### src/rtl/uart_irq_agg_pkg.sv
package uart_irq_agg_pkg;

  typedef enum logic [1:0] {
    SEL_MASK    = 2'd0,
    SEL_ENABLE  = 2'd1,
    SEL_DISABLE = 2'd2,
    SEL_STATUS  = 2'd3
  } reg_sel_e;

endpackage

### src/rtl/irq_mask_reg.sv
module irq_mask_reg #(
  parameter int SRC_W = 10
) (
  input  logic             clk,
  input  logic             rst,
  input  logic [SRC_W-1:0] set_bits,
  input  logic [SRC_W-1:0] clr_bits,
  output logic [SRC_W-1:0] mask_q
);

  always_ff @(posedge clk) begin
    if (rst) mask_q <= '0;
    else     mask_q <= (mask_q | set_bits) & ~clr_bits;
  end

  // enabled bits are present after the edge
  a_r2_enable_sets: assert property (@(posedge clk) disable iff (rst)
    (set_bits != '0) |=> ((mask_q & $past(set_bits)) == $past(set_bits)));

  // disabled bits are absent after the edge
  a_r3_disable_clears: assert property (@(posedge clk) disable iff (rst)
    (clr_bits != '0) |=> ((mask_q & $past(clr_bits)) == '0));

  // without enable or disable the mask holds
  a_r4_mask_holds: assert property (@(posedge clk) disable iff (rst)
    (set_bits == '0 && clr_bits == '0) |=> $stable(mask_q));

endmodule

### src/rtl/irq_status_reg.sv
module irq_status_reg #(
  parameter int SRC_W = 10
) (
  input  logic             clk,
  input  logic             rst,
  input  logic [SRC_W-1:0] set_bits,
  input  logic [SRC_W-1:0] clr_bits,
  output logic [SRC_W-1:0] status_q
);

  for (genvar b = 0; b < SRC_W; b++) begin : g_bit
    always_ff @(posedge clk) begin
      if (rst)              status_q[b] <= 1'b0;
      else if (set_bits[b]) status_q[b] <= 1'b1;   // set wins over clear
      else if (clr_bits[b]) status_q[b] <= 1'b0;
    end
  end

  // every bit set this cycle is present after the edge
  a_r8_set_wins: assert property (@(posedge clk) disable iff (rst)
    (set_bits != '0) |=> ((status_q & $past(set_bits)) == $past(set_bits)));

  // only bits that were cleared or set may change
  a_r7_untouched_hold: assert property (@(posedge clk) disable iff (rst)
    (set_bits == '0 && clr_bits == '0) |=> $stable(status_q));

  // cleared bits without a set drop to 0
  a_r7_clear_drops: assert property (@(posedge clk) disable iff (rst)
    (clr_bits != '0) |=> ((status_q & $past(clr_bits & ~set_bits)) == '0));

endmodule

### src/rtl/irq_line_gen.sv
module irq_line_gen #(
  parameter int SRC_W = 10
) (
  input  logic             clk,
  input  logic             rst,
  input  logic [SRC_W-1:0] mask_i,
  input  logic [SRC_W-1:0] status_i,
  output logic             irq_o
);

  always_ff @(posedge clk) begin
    if (rst) irq_o <= 1'b0;
    else     irq_o <= |(mask_i & status_i);
  end

  // interrupt follows masked status one edge later
  a_r9_irq_follows: assert property (@(posedge clk) disable iff (rst)
    !rst |=> (irq_o == ($past(mask_i & status_i) != '0)));

endmodule

### src/rtl/uart_irq_agg.sv
module uart_irq_agg
  import uart_irq_agg_pkg::*;
#(
  parameter int BUS_W  = 32,
  parameter int LIVE_W = 5,
  parameter int EVT_W  = 5
) (
  input  logic              clk,
  input  logic              rst,
  input  logic              wr_en,
  input  logic [1:0]        wr_sel,
  input  logic [BUS_W-1:0]  wr_data,
  input  logic [1:0]        rd_sel,
  output logic [BUS_W-1:0]  rd_data,
  input  logic [LIVE_W-1:0] live_cond,
  input  logic [EVT_W-1:0]  evt_pulse,
  output logic              irq
);

  localparam int SRC_W = LIVE_W + EVT_W;

  logic [SRC_W-1:0] wr_bits;
  logic             unused_wr_hi;
  logic [SRC_W-1:0] mask_set, mask_clr, stat_set, stat_clr;
  logic [SRC_W-1:0] mask_q, status_q;
  reg_sel_e         wsel, rsel;

  assign wsel         = reg_sel_e'(wr_sel);
  assign rsel         = reg_sel_e'(rd_sel);
  assign wr_bits      = wr_data[SRC_W-1:0];
  assign unused_wr_hi = ^wr_data[BUS_W-1:SRC_W];

  always_comb begin
    mask_set = '0;
    mask_clr = '0;
    stat_clr = '0;
    if (wr_en) begin
      case (wsel)
        SEL_ENABLE:  mask_set = wr_bits;
        SEL_DISABLE: mask_clr = wr_bits;
        SEL_STATUS:  stat_clr = wr_bits;
        default:     ;
      endcase
    end
  end

  assign stat_set = {evt_pulse, live_cond};

  irq_mask_reg #(.SRC_W(SRC_W)) u_mask (
    .clk      (clk),
    .rst      (rst),
    .set_bits (mask_set),
    .clr_bits (mask_clr),
    .mask_q   (mask_q)
  );

  irq_status_reg #(.SRC_W(SRC_W)) u_status (
    .clk      (clk),
    .rst      (rst),
    .set_bits (stat_set),
    .clr_bits (stat_clr),
    .status_q (status_q)
  );

  irq_line_gen #(.SRC_W(SRC_W)) u_line (
    .clk      (clk),
    .rst      (rst),
    .mask_i   (mask_q),
    .status_i (status_q),
    .irq_o    (irq)
  );

  always_ff @(posedge clk) begin
    if (rst) rd_data <= '0;
    else begin
      case (rsel)
        SEL_MASK:   rd_data <= {{(BUS_W-SRC_W){1'b0}}, mask_q};
        SEL_STATUS: rd_data <= {{(BUS_W-SRC_W){1'b0}}, status_q};
        default:    rd_data <= '0;
      endcase
    end
  end

  // upper bits of read data stay 0
  a_r10_upper_zero: assert property (@(posedge clk) disable iff (rst)
    !rst |=> (rd_data[BUS_W-1:SRC_W] == '0));

  // enable and disable selects read back 0
  a_r11_wo_reads_zero: assert property (@(posedge clk) disable iff (rst)
    (rsel == SEL_ENABLE || rsel == SEL_DISABLE) |=> (rd_data == '0));

endmodule

### config.mk
export PLATFORM = sky130hd
export DESIGN_NAME = uart_irq_agg
export DESIGN_NICKNAME = d
export VERILOG_FILES = /design/src/rtl/uart_irq_agg_pkg.sv /design/src/rtl/irq_mask_reg.sv /design/src/rtl/irq_status_reg.sv /design/src/rtl/irq_line_gen.sv /design/src/rtl/uart_irq_agg.sv
export SDC_FILE = /design/constraint.sdc
export NUM_CORES = 1
export LEC_CHECK = 0
export ABC_AREA = 0
export ABC_CLOCK_PERIOD_IN_PS = 1400
export BUFFER_PORTS_ARGS = -buffer_cell sky130_fd_sc_hd__buf_2
export CORE_ASPECT_RATIO = 1.25
export CORE_MARGIN = 2
export CORE_UTILIZATION = 40
export CTS_BUF_LIST = sky130_fd_sc_hd__clkbuf_4
export DETAILED_ROUTE_END_ITERATION = 7
export PLACE_DENSITY = 0.73
export SYNTH_ARGS = -nofsm -noshare
export SYNTH_HDL_FRONTEND = slang
export SYNTH_SLANG_ARGS = --single-unit
### constraint.sdc
create_clock -name clk -period 1.4 [get_ports clk]
set_input_delay 0.28 -clock clk [delete_from_list [all_inputs] [get_ports clk]]
set_output_delay 0.28 -clock clk [all_outputs]
set_load 0.03 [all_outputs]
* Word level (Yosys, flattened, before mapping)
Cells that the tools add are included.
** Operators by class
- Equal/unequal tests :: 4
- Mux-type cells :: 27
- Bitwise logic cells :: 4
- Reduce and logical (&&, ||, !) cells :: 12
** Operators with widths (count)
- $mux W10 :: 6
- $and A10 B10 Y10 :: 2
- $mux W1 :: 20
- $pmux W10 S2 :: 1
- $reduce_bool A2 Y1 :: 10
- $not A10 Y10 :: 1
- $or A10 B10 Y10 :: 1
- $reduce_or A10 Y1 :: 1
- $eq A2 B2 Y1 const B :: 3
- $eq A2 B1 Y1 const B :: 1
- $logic_not A2 Y1 :: 1
** Storage, ports and cells
- Register bits :: 53
- Output and inout port bits :: 33

* Logic depth before layout (Yosys ltp)
Gate-level depths: netlist (run 1).
- Depth after elaboration :: 5
- Mapped depth :: 5
- Depth with buffers taken out :: 4

* Cells and area by module
A second synthesis (run 1) with hierarchy kept.
** Second synthesis, totals
- Cells, all modules :: 186
- Area total of the unflattened synthesis :: 1634.1 sq um
** Modules (own cells, without submodules)
- uart_irq_agg :: instances 1, cells each 107, area each 723.2 sq um, seq. area each 200.2 sq um
- irq_status_reg :: instances 1, cells each 41, area each 474.2 sq um, seq. area each 200.2 sq um
- irq_mask_reg :: instances 1, cells each 31, area each 355.3 sq um, seq. area each 200.2 sq um
- irq_line_gen :: instances 1, cells each 7, area each 81.3 sq um, seq. area each 20.0 sq um

* Least setup slack after synthesis (run 1)
OpenSTA, ideal clock, no wires.
- Path type :: input to register
- Start :: input port rd_sel[0]
- End :: register rd_data[0]
- Arrival :: 1.090 ns
- Required time :: 1.335 ns
- Setup slack :: 0.245 ns
- Cell stages on the path :: 5
- Path buffers :: 1
- Path through :: inv_1 ha_1 or2_2 buf_2 nor2_1
** Between the ends
- Longest elaborated chain between the ends :: 2
** Ends and longest elaborated chain
- start, declared :: line uart_irq_agg.sv:13 : input logic [1:0] rd_sel,
- $eq A2 B2 Y1 / $logic_not A2 Y1 (equally long branches) :: line uart_irq_agg.sv:76 : case (rsel)
- $pmux W10 S2 (*) :: line uart_irq_agg.sv:76
- end signal, assigned :: line uart_irq_agg.sv:77 : SEL_MASK: rd_data <= {{(BUS_W-SRC_W){1'b0}}, mask_q};
- end signal, assigned :: line uart_irq_agg.sv:78 : SEL_STATUS: rd_data <= {{(BUS_W-SRC_W){1'b0}}, status_q};
- end, declared :: line uart_irq_agg.sv:14 : output logic [BUS_W-1:0] rd_data,
Every way passes the cells marked *; elsewhere a longest branch is shown, timed or not.
A chain may end at the register's enable or synchronous reset.

* Worst setup path after layout (run 1)
- Start :: register rd_data[7]
- End :: output port rd_data[7]
No word-level cell between the ends.

==> results of run 1 <==
-- area by class of cell --
| type | count | area, sq um |
|---|---|---|
| fillers | 364 | 1860 |
| flip-flops and latches | 31 | 621 |
| clock buffers | 7 | 52.6 |
| repair buffers | 40 | 233 |
| clock inverters | 1 | 5.00 |
| well taps | 39 | 48.8 |
| multi-input cells | 131 | 688 |
| inverters | 2 | 7.51 |
-- layout by cell type, fill, tap and decap left out --
master	instances
a21oi_1	20
or2_0	10
clkbuf_4	7
inv_1	2
clkinv_2	1
a221oi_1	2
or2_2	1
dfxtp_1	31
buf_2	37
buf_4	1
o21ai_0	10
ha_1	2
a31oi_1	11
a22oi_1	11
nor2_1	20
nand4_1	10
a22o_1	2
buf_12	2
nand2_1	10
conb_1	22
-- metal layers --
metal | vias up | GRT usage
met4 | 0 | 0.0930
li1 | 650 | -
met5 | - | 0
met2 | 49 | 0.261
met1 | 582 | 0.168
met3 | 7 | 0.0307
-- flip-flops by register name, summed over array words and instances (netlist names) --
signal / flops
rd_data: 10
u_mask.mask_q: 10
u_line.irq_o: 1
u_status.status_q: 10
-- report_power, final --
group	total, mW	switching (mW)	internal, mW	leakage (nW)
clock network	0.528	0.294	0.234	0.0361
registers	0.962	0.0340	0.928	0.255
logic	0.316	0.214	0.103	0.419
total	1.81	0.541	1.26	0.709
-- worst max path at each step --
stage	end	cells past startpoint	slack (ps)	start
finish	rd_data[7]	1	290	rd_data[7]$_SDFF_PP0_
CTS	rd_data[3]	1	280	rd_data[3]$_SDFF_PP0_
detailed placement	rd_data[8]$_SDFF_PP0_	5	100	rd_sel[0]
global route	u_line.irq_o$_SDFF_PP0_	3	220	u_mask.mask_q[2]$_SDFF_PP0_
floorplan	rd_data[0]$_SDFF_PP0_	5	240	rd_sel[0]
global placement	rd_data[9]$_SDFF_PP0_	5	130	rd_sel[0]
-- worst min-delay path, cell delays in order --
cell	delay [ps]
buf_2	70
a21oi_1	30
nor2_1	70
-- cells by family (layout without fill, tap and decap cells) --
group,count (synthesis),after routing
other cells,1,22
buf+inv,37,50
fa+ha+maj,2,2
flops,31,31
compound gates,56,56
simple gates,51,51
-- through the flow --
stage                     cells  setup WS (ps)  hold slack (ps)  area (sq um)  total power, mW
after floorplan             199            245              349          1540             1.25
after global placement      243            129              487          1600             1.29
after detailed placement    243            104              491          1600             1.30
after CTS                   251            275              143          1660             1.82
after global routing        251            217              154          1660             1.89
final                       251            292              149          1660             1.81
==> summary.txt, run 1 <==
largest area contributor in the netlist: dfxtp_1
mux cell area share after synthesis: 0
clk_skew: 12.1 ps
fin crit period: 1110 ps
crit-path max FO: 1
first-pass GRT wire length: 4820 um
PostCTS Resize Cnt: 0
DRT antenna net count: 0
drt initial violations: 28
Core Area: 3510 sq um
Root Driver: clkbuf_4
VDD IR max: 0.629 mV
critical path's top delay family: flip-flops
P&R area growth vs syn: 13.0%
NumNets Final: 262
ordered cell list for the critical path: buf_2
via count: 1288
worst endpoint required time: 1120 ps
Setup crit end kind: primary output
cts hold-fix bufs: 0
Worst-path clk slew: 100 ps
routability cong.: 0.766
Buffers & Inverters on Critical Path: 1
worst hold stages: 3
dpl hpwl: 2040 um
prevailing post-synth register cell: dfxtp_1
share of cells above drive strength 1: 0.231
GRT overflow: 0
P per Cell Area: 1090 nW/um^2
Startpoint Class: register
Die Y: 71.7 um
Worst path max stage delay: 310 ps
largest family of logic cells by synthesized area: compound AO/OA/AOI/OAI gates
GRT Total Usage: 0.152
Yosys cell types: 18
TritonRoute pass-1 iters: 4
xor and xnor fraction of the mapped netlist area: 0
Total Die Area: 4170 sq um
top cells by count, synth: dfxtp_1 (31), buf_4 (24), a21oi_1 (20), nor2_1 (20)
Post-synth ARST share: 0
# Post-CTS Setup Buffers: 0
reg-to-reg slack, setup: 300 ps
TritonCTS Buffers: 5
Syn Inst Count: 178
EDFF count, synth: 0
cell leakage power: 0.709 nW
cell with the most instances after synthesis: dfxtp_1
met3 routed WL: 197 um
Longest Clk Path Bufs: 2
vias per cell: 5.13
setup violators final: 0
Synth Area in Adders: 0.0171
# IOs: 82
# diodes: 0
Post-Synth Simple-Gate Area: 0.167
top post-synthesis cells by area: dfxtp_1 (42%), buf_4 (12%), a21oi_1 (6.8%)
hold crit path type: in -> reg
final WL: 2990 um
Crit-path slowest cell: dfxtp_1
endpoints failing hold: 0
FMAX: 0.902 GHz
DR WL/cell: 11.9 um
hold path start: live_cond[0]
FF-to-FF End: u_line.irq_o$_SDFF_PP0_
clock latency on the worst-skew pair: 330 ps
Clock Sinks: 31
metal1 wirelength: 1280 um
Register-to-Register Path Depth: 3
Die W: 58.1 um
fin. max-slew vios: 0
CTS tree: yes
Yosys warning count: 0
Max Used Layer: met4
register area share after synthesis: 0.424
Worst R2R Start: u_mask.mask_q[2]$_SDFF_PP0_
vias in the first global route: 1142
Min-Delay Endpoint: u_status.status_q[0]$_SDFFE_PP0P_
RSZ-0062 raised after global routing: false
Mean Syn Cell Area: 8.23 sq um
status: complete, no violations
largest net degree at the start of global routing: 31
IO Port Bufs: 37
CP arrival: 830 ps
mapped cell area: 1470 sq um
Setup TNS: 0 ps
Rows: 24
H-tree depth: 2
initial antenna violation count: 0
WL met2: 1440 um
Max Cap Viol: 0
fin util: 0.471
DRC errors left: 0
post-synth top area share: 0.424
register bit total from synthesis: 31
post-synthesis compound-gate area fraction: 0.230
final worst-path cycle share: 0.792
WS Path Type: reg -> out
initial core utilization: 0.417
Power figures use the tool's default switching activity.
==> inputs of run 2 (changes only) <==
--- a/config.mk
+++ b/config.mk
@@ -5,15 +5,15 @@
 export SDC_FILE = /design/constraint.sdc
 export NUM_CORES = 1
 export LEC_CHECK = 0
-export ABC_AREA = 0
-export ABC_CLOCK_PERIOD_IN_PS = 1400
+export ABC_AREA = 1
+export ABC_CLOCK_PERIOD_IN_PS = 1000
 export BUFFER_PORTS_ARGS = -buffer_cell sky130_fd_sc_hd__buf_2
 export CORE_ASPECT_RATIO = 1.25
 export CORE_MARGIN = 2
 export CORE_UTILIZATION = 40
 export CTS_BUF_LIST = sky130_fd_sc_hd__clkbuf_4
 export DETAILED_ROUTE_END_ITERATION = 7
-export PLACE_DENSITY = 0.73
+export PLACE_DENSITY = 0.77
 export SYNTH_ARGS = -nofsm -noshare
 export SYNTH_HDL_FRONTEND = slang
 export SYNTH_SLANG_ARGS = --single-unit
==> constraint.sdc (replaced) <==
create_clock -name clk -period 1 [get_ports clk]
set_input_delay 0.2 -clock clk [delete_from_list [all_inputs] [get_ports clk]]
set_output_delay 0.2 -clock clk [all_outputs]
set_load 0.03 [all_outputs]
==> run 2 against run 1 <==
The run now ends with setup timing left. Sequential power is 38% higher. Critical endpoint is now rd_data[2]. Sequential share of layout area fell by 1.1 points. Cell count rose by 9.2%. Highest routed layer unchanged.
==> summary.txt, run 2 <==
status: finished, violations left
failing checks: setup timing
initial core utilization: 0.412
# diodes: 0
critical path's top delay family: flip-flops
Yosys cell types: 16
most frequent cells in the layout: nand2_1 (48), buf_2 (26), conb_1 (22)
Crit-path slowest cell: dfxtp_2
critical path launch point: rd_data[2]$_SDFF_PP0_
Total Die Area: 4020 sq um
final WL: 3130 um
routability cong.: 0.771
hold path start: live_cond[4]
P per Cell Area: 1540 nW/um^2
vias in the first global route: 1214
vias per cell: 4.79
TritonRoute pass-1 iters: 4
GRT overflow: 0
P&R area growth vs syn: 23.8%
fin crit period: 1020 ps
FMAX: 0.983 GHz
cts hold-fix bufs: 0
CTS tree: yes
largest area contributor in the netlist: dfxtp_1
cell leakage power: 0.840 nW
RSZ-0062 raised after global routing: true
FF-to-FF End: u_line.irq_o$_SDFF_PP0_
drt initial violations: 36
DRC errors left: 0
Die W: 57.1 um
IO Port Bufs: 37
PostCTS Resize Cnt: 31
register area share after synthesis: 0.440
Startpoint Class: register
DRT antenna net count: 0
clk_skew: 8.61 ps
Core Area: 3420 sq um
first-pass GRT wire length: 5220 um
crit-path max FO: 1
EDFF count, synth: 0
dpl hpwl: 2170 um
fin. max-slew vios: 0
Worst-path clk slew: 100 ps
Buffers & Inverters on Critical Path: 1
initial antenna violation count: 0
DR WL/cell: 11.4 um
via count: 1313
Die Y: 70.4 um
# Post-CTS Setup Buffers: 0
share of cells above drive strength 1: 0.264
Post-synth ARST share: 0
setup violators final: 2
post-synth top area share: 0.440
final worst-path cycle share: 1.02
post-route cell area: 1740 sq um
Syn Inst Count: 192
clock latency on the worst-skew pair: 330 ps
worst endpoint required time: 800 ps
hold crit path type: in -> reg
Worst path max stage delay: 350 ps
power share of the clock group: 0.355
mapped cell area: 1410 sq um
H-tree depth: 2
Worst R2R Start: u_mask.mask_q[1]$_SDFF_PP0_
prevailing post-synth register cell: dfxtp_1
switching share of power: 0.282
NumNets Final: 285
Setup crit end kind: primary output
TritonCTS Buffers: 5
top post-synthesis cells by area: dfxtp_1 (44%), nand2_1 (13%), buf_4 (12%)
Int Pwr: 1.93 mW
Root Driver: clkbuf_4
ordered cell list for the critical path: buf_6
Placed Area: 1590 sq um
P_sw: 0.759 mW
largest net degree at the start of global routing: 21
top cells by count, synth: nand2_1 (48), dfxtp_1 (31), buf_4 (22)
VDD IR max: 1.02 mV
cell with the most instances after synthesis: nand2_1
CP arrival: 820 ps
endpoints failing hold: 0
GRT Total Usage: 0.167
Seq pwr share: 0.492
Mean Syn Cell Area: 7.34 sq um
commonest non-fill, non-tap cell in the layout: nand2_1
WS Path Type: reg -> out
total power draw: 2.69 mW
Min-Delay Endpoint: u_status.status_q[4]$_SDFFE_PP0P_
Rows: 24
Yosys warning count: 0
Clock Sinks: 31
setup slack after layout: -17.8 ps
Register-to-Register Path Depth: 6
Longest Clk Path Bufs: 2
top flop regs: rd_data: 10 flops, u_mask.mask_q: 10 flops, u_status.status_q: 10 flops
register bit total from synthesis: 31
worst hold stages: 3
# IOs: 82
Max Cap Viol: 0
combinational share of power: 0.153
reg-to-reg slack, setup: 140 ps
[run 2: changes by cell type in the layout (fill, tap and decap cells not counted), sizes merged, moves of 2 or more]
cell    before  now
nand2       10   48
inv          2   16
a22oi       11    0
nand4       10    0
o21ai       10   20
or2         11    1
nor2        20   13
buf         40   43
a221oi       2    0
a22o         2    0
clkbuf       7    5
[run 2: power by group through the flow]
stage	sequential, mW	clock [mW]	combinational, mW
global route	1.33	1.01	0.458
floorplan	1.36	0	0.322
global placement	1.35	0	0.391
detailed placement	1.35	0	0.398
finish	1.33	0.955	0.412
CTS	1.32	0.970	0.412
[run 2: layout make-up]
cell class	instances	area [sq um]
Inverter	16	60.1
Clock buffer	5	37.5
Multi-Input combinational cell	137	613
Fill cell	339	1680
Sequential cell	31	634
Tap cell	39	48.8
Timing Repair Buffer	43	312
Clock inverter	3	38.8
[run 2: metrics by stage]
step                      cells  setup TNS (ps)  worst slack [ps]  utilization  hold slack (ps)
after floorplan             213               0              16.2            -              334
after global placement      266           -1740              -208        0.463              444
after detailed placement    266           -1950              -230        0.463              448
after CTS                   274           -64.7             -29.2        0.509             75.7
after global routing        274            -201             -46.7        0.510             82.7
final                       274           -33.4             -17.8        0.510             86.8
[run 2: how the worst max path moves through the flow]
stage	endpoint	slack, ps	cells past startpoint
after CTS	rd_data[2]	-30	1
after floorplan	rd_data[0]$_SDFF_PP0_	20	5
after global routing	rd_data[9]	-50	1
final	rd_data[2]	-20	1
after detailed placement	rd_data[0]$_SDFF_PP0_	-230	5
after global placement	rd_data[4]$_SDFF_PP0_	-210	5
[run 2: kinds of logic (layout without fill, tap and decap cells)]
| kind of cell | after synthesis | in the layout | share of synthesized area |
|---|---|---|---|
| fa+ha+maj | 2 | 2 | 0.0178 |
| buf+inv | 45 | 67 | 0.180 |
| other cells | 1 | 22 | 0.00266 |
| simple gates | 63 | 63 | 0.172 |
| flops | 31 | 31 | 0.441 |
| compound gates | 50 | 50 | 0.187 |
[run 2: worst min-delay path: stages]
cell     delay (ps)
buf_2            90
inv_1            40
a21oi_1          50
[run 2: per-layer routing]
metal / up-vias / routed length [um] / track usage
li1: 658 / - / -
met1: 590 / 1270 / 0.185
met2: 53 / 1540 / 0.281
met3: 12 / 217 / 0.0500
met4: 0 / 99 / 0.0930
met5: - / 0 / 0
==> inputs of run 3 (changes only) <==
--- a/config.mk
+++ b/config.mk
@@ -13,6 +13,7 @@
 export CORE_UTILIZATION = 40
 export CTS_BUF_LIST = sky130_fd_sc_hd__clkbuf_4
 export DETAILED_ROUTE_END_ITERATION = 7
+export GPL_TIMING_DRIVEN = 0
 export PLACE_DENSITY = 0.77
 export SYNTH_ARGS = -nofsm -noshare
 export SYNTH_HDL_FRONTEND = slang
==> constraint.sdc (replaced) <==
create_clock -name clk -period 1 [get_ports clk]
set_input_delay 0.2 -clock clk [delete_from_list [all_inputs] [get_ports clk]]
set_output_delay 0.2 -clock clk [all_outputs]
set_load 0.005 [all_outputs]
==> run 3 against run 2 <==
The flow now finishes without violations. Clock skew down 4.8 ps. Count of clock-buffer cells in the layout grew 2. Non-clock buffer count rose by 21. Critical endpoint unchanged. Critical path type unchanged.
==> summary.txt, run 3 (same netlist as run 2, synthesis figures left out) <==
# diodes: 0
NumNets Final: 306
TritonCTS Buffers: 5
DRC errors left: 0
Worst-path clk slew: 90 ps
commonest non-fill, non-tap cell in the layout: nand2_1
drt initial violations: 37
Rows: 24
initial antenna violation count: 0
vias in the first global route: 1213
GRT overflow: 0
placed cells: 288
Worst path max stage delay: 300 ps
final worst-path cycle share: 0.950
Buffers & Inverters on Critical Path: 1
Die W: 57.1 um
PostCTS Resize Cnt: 0
status: complete, no violations
Register-to-Register Path Depth: 6
worst hold stages: 3
VDD IR max: 0.704 mV
P per Cell Area: 1360 nW/um^2
GR Layer Usage met2: 0.275
routability cong.: 0.795
FMAX: 1.05 GHz
Startpoint Class: register
dpl hpwl: 2250 um
Die Y: 70.4 um
Core Area: 3420 sq um
clk_skew: 3.76 ps
DRT antenna net count: 0
GRT Total Usage: 0.169
setup violators final: 0
ordered cell list for the critical path: buf_2
cts hold-fix bufs: 0
Longest Clk Path Bufs: 2
final WL: 3110 um
vias per cell: 4.51
met1 Usage GRT: 0.203
measured slew at the worst slew-check pin: 530 ps
CTS tree: yes
IO Port Bufs: 36
Total Die Area: 4020 sq um
DR WL/cell: 10.6 um
worst endpoint required time: 800 ps
first-pass GRT wire length: 5180 um
layout filler cell count: 360
via count: 1331
share of cells above drive strength 1: 0.270
WS Path Type: reg -> out
# IOs: 82
met3 Usage GRT: 0.0444
crit-path max FO: 1
most frequent cells in the layout: nand2_1 (48), buf_2 (37), dfxtp_1 (31)
clock latency on the worst-skew pair: 330 ps
TritonRoute pass-1 iters: 4
final std cells w/o fill: 295
Crit-path slowest cell: dfxtp_1
grt peak-use layer: met2
cell leakage power: 0.918 nW
endpoints failing hold: 0
critical path's top delay family: flip-flops
Root Driver: clkbuf_4
worst rel slew slack: 0.647
top flop regs: rd_data: 10 flops, u_mask.mask_q: 10 flops, u_status.status_q: 10 flops
RSZ-0062 raised after global routing: false
Setup crit end kind: primary output
CP arrival: 750 ps
initial core utilization: 0.412
worst hold slack: 90.1 ps
Max Cap Viol: 0
H-tree depth: 2
fin crit period: 950 ps
Worst path depth: 1
Clock Sinks: 31
largest net degree at the start of global routing: 11
P&R area growth vs syn: 26.1%
fin. max-slew vios: 0
# Post-CTS Setup Buffers: 0
hold crit path type: in -> reg
[run 3: cell count changes in the layout (fill, tap and decap cells not counted), sizes merged]
cell / change
clkbuf: +5
clkinv: -1
bufinv: -1
buf: +18
[run 3: path summary, 6_finish.rpt]
kind | slack (ps) | startpoint | endpoint
worst min register to register | 470 | u_status.status_q[0]$_SDFFE_PP0P_ | rd_data[0]$_SDFF_PP0_
worst min-delay path | 90 | live_cond[3] | u_status.status_q[3]$_SDFFE_PP0P_
worst max-delay path | 50 | rd_data[2]$_SDFF_PP0_ | rd_data[2]
worst max register to register | 160 | u_mask.mask_q[7]$_SDFF_PP0_ | u_line.irq_o$_SDFF_PP0_
[run 3: metrics by stage]
stage	power [mW]	cell area, sq um	TNS, ps	setup slack (ps)	utilization
floorplan	1.57	1490	0	16.2	-
global placement	1.68	1720	-2020	-242	0.503
detailed placement	1.69	1720	-2240	-240	0.503
CTS	2.42	1780	0	41.7	0.520
global route	2.52	1780	0	6.90	0.519
finish	2.41	1780	0	50.1	0.519
[run 3: area by class of cell]
cell class	count	area, sq um	share of cell area
Buffer	28	196	0.111
Tap cell	39	48.8	0.0275
Multi-Input combinational cell	137	613	0.345
Timing Repair Buffer	36	180	0.101
Sequential cell	31	621	0.349
Inverter	16	60.1	0.0338
Clock buffer	7	52.6	0.0296
Clock inverter	1	5.00	0.00282
[run 3: per-layer routing]
layer / wire length [um] / part of all wire / up-vias
met4: 74 / 0.024 / 0
met2: 1460 / 0.47 / 58
met3: 318 / 0.10 / 6
met5: 0 / 0 / -
li1: - / - / 698
met1: 1260 / 0.40 / 569
[run 3: where the power goes]
group	switching (mW)	total, mW	internal, mW	leakage, nW
clock	0.421	0.748	0.328	0.0361
sequential	0.0311	1.32	1.29	0.254
combinational	0.184	0.345	0.160	0.628
total	0.636	2.41	1.78	0.918
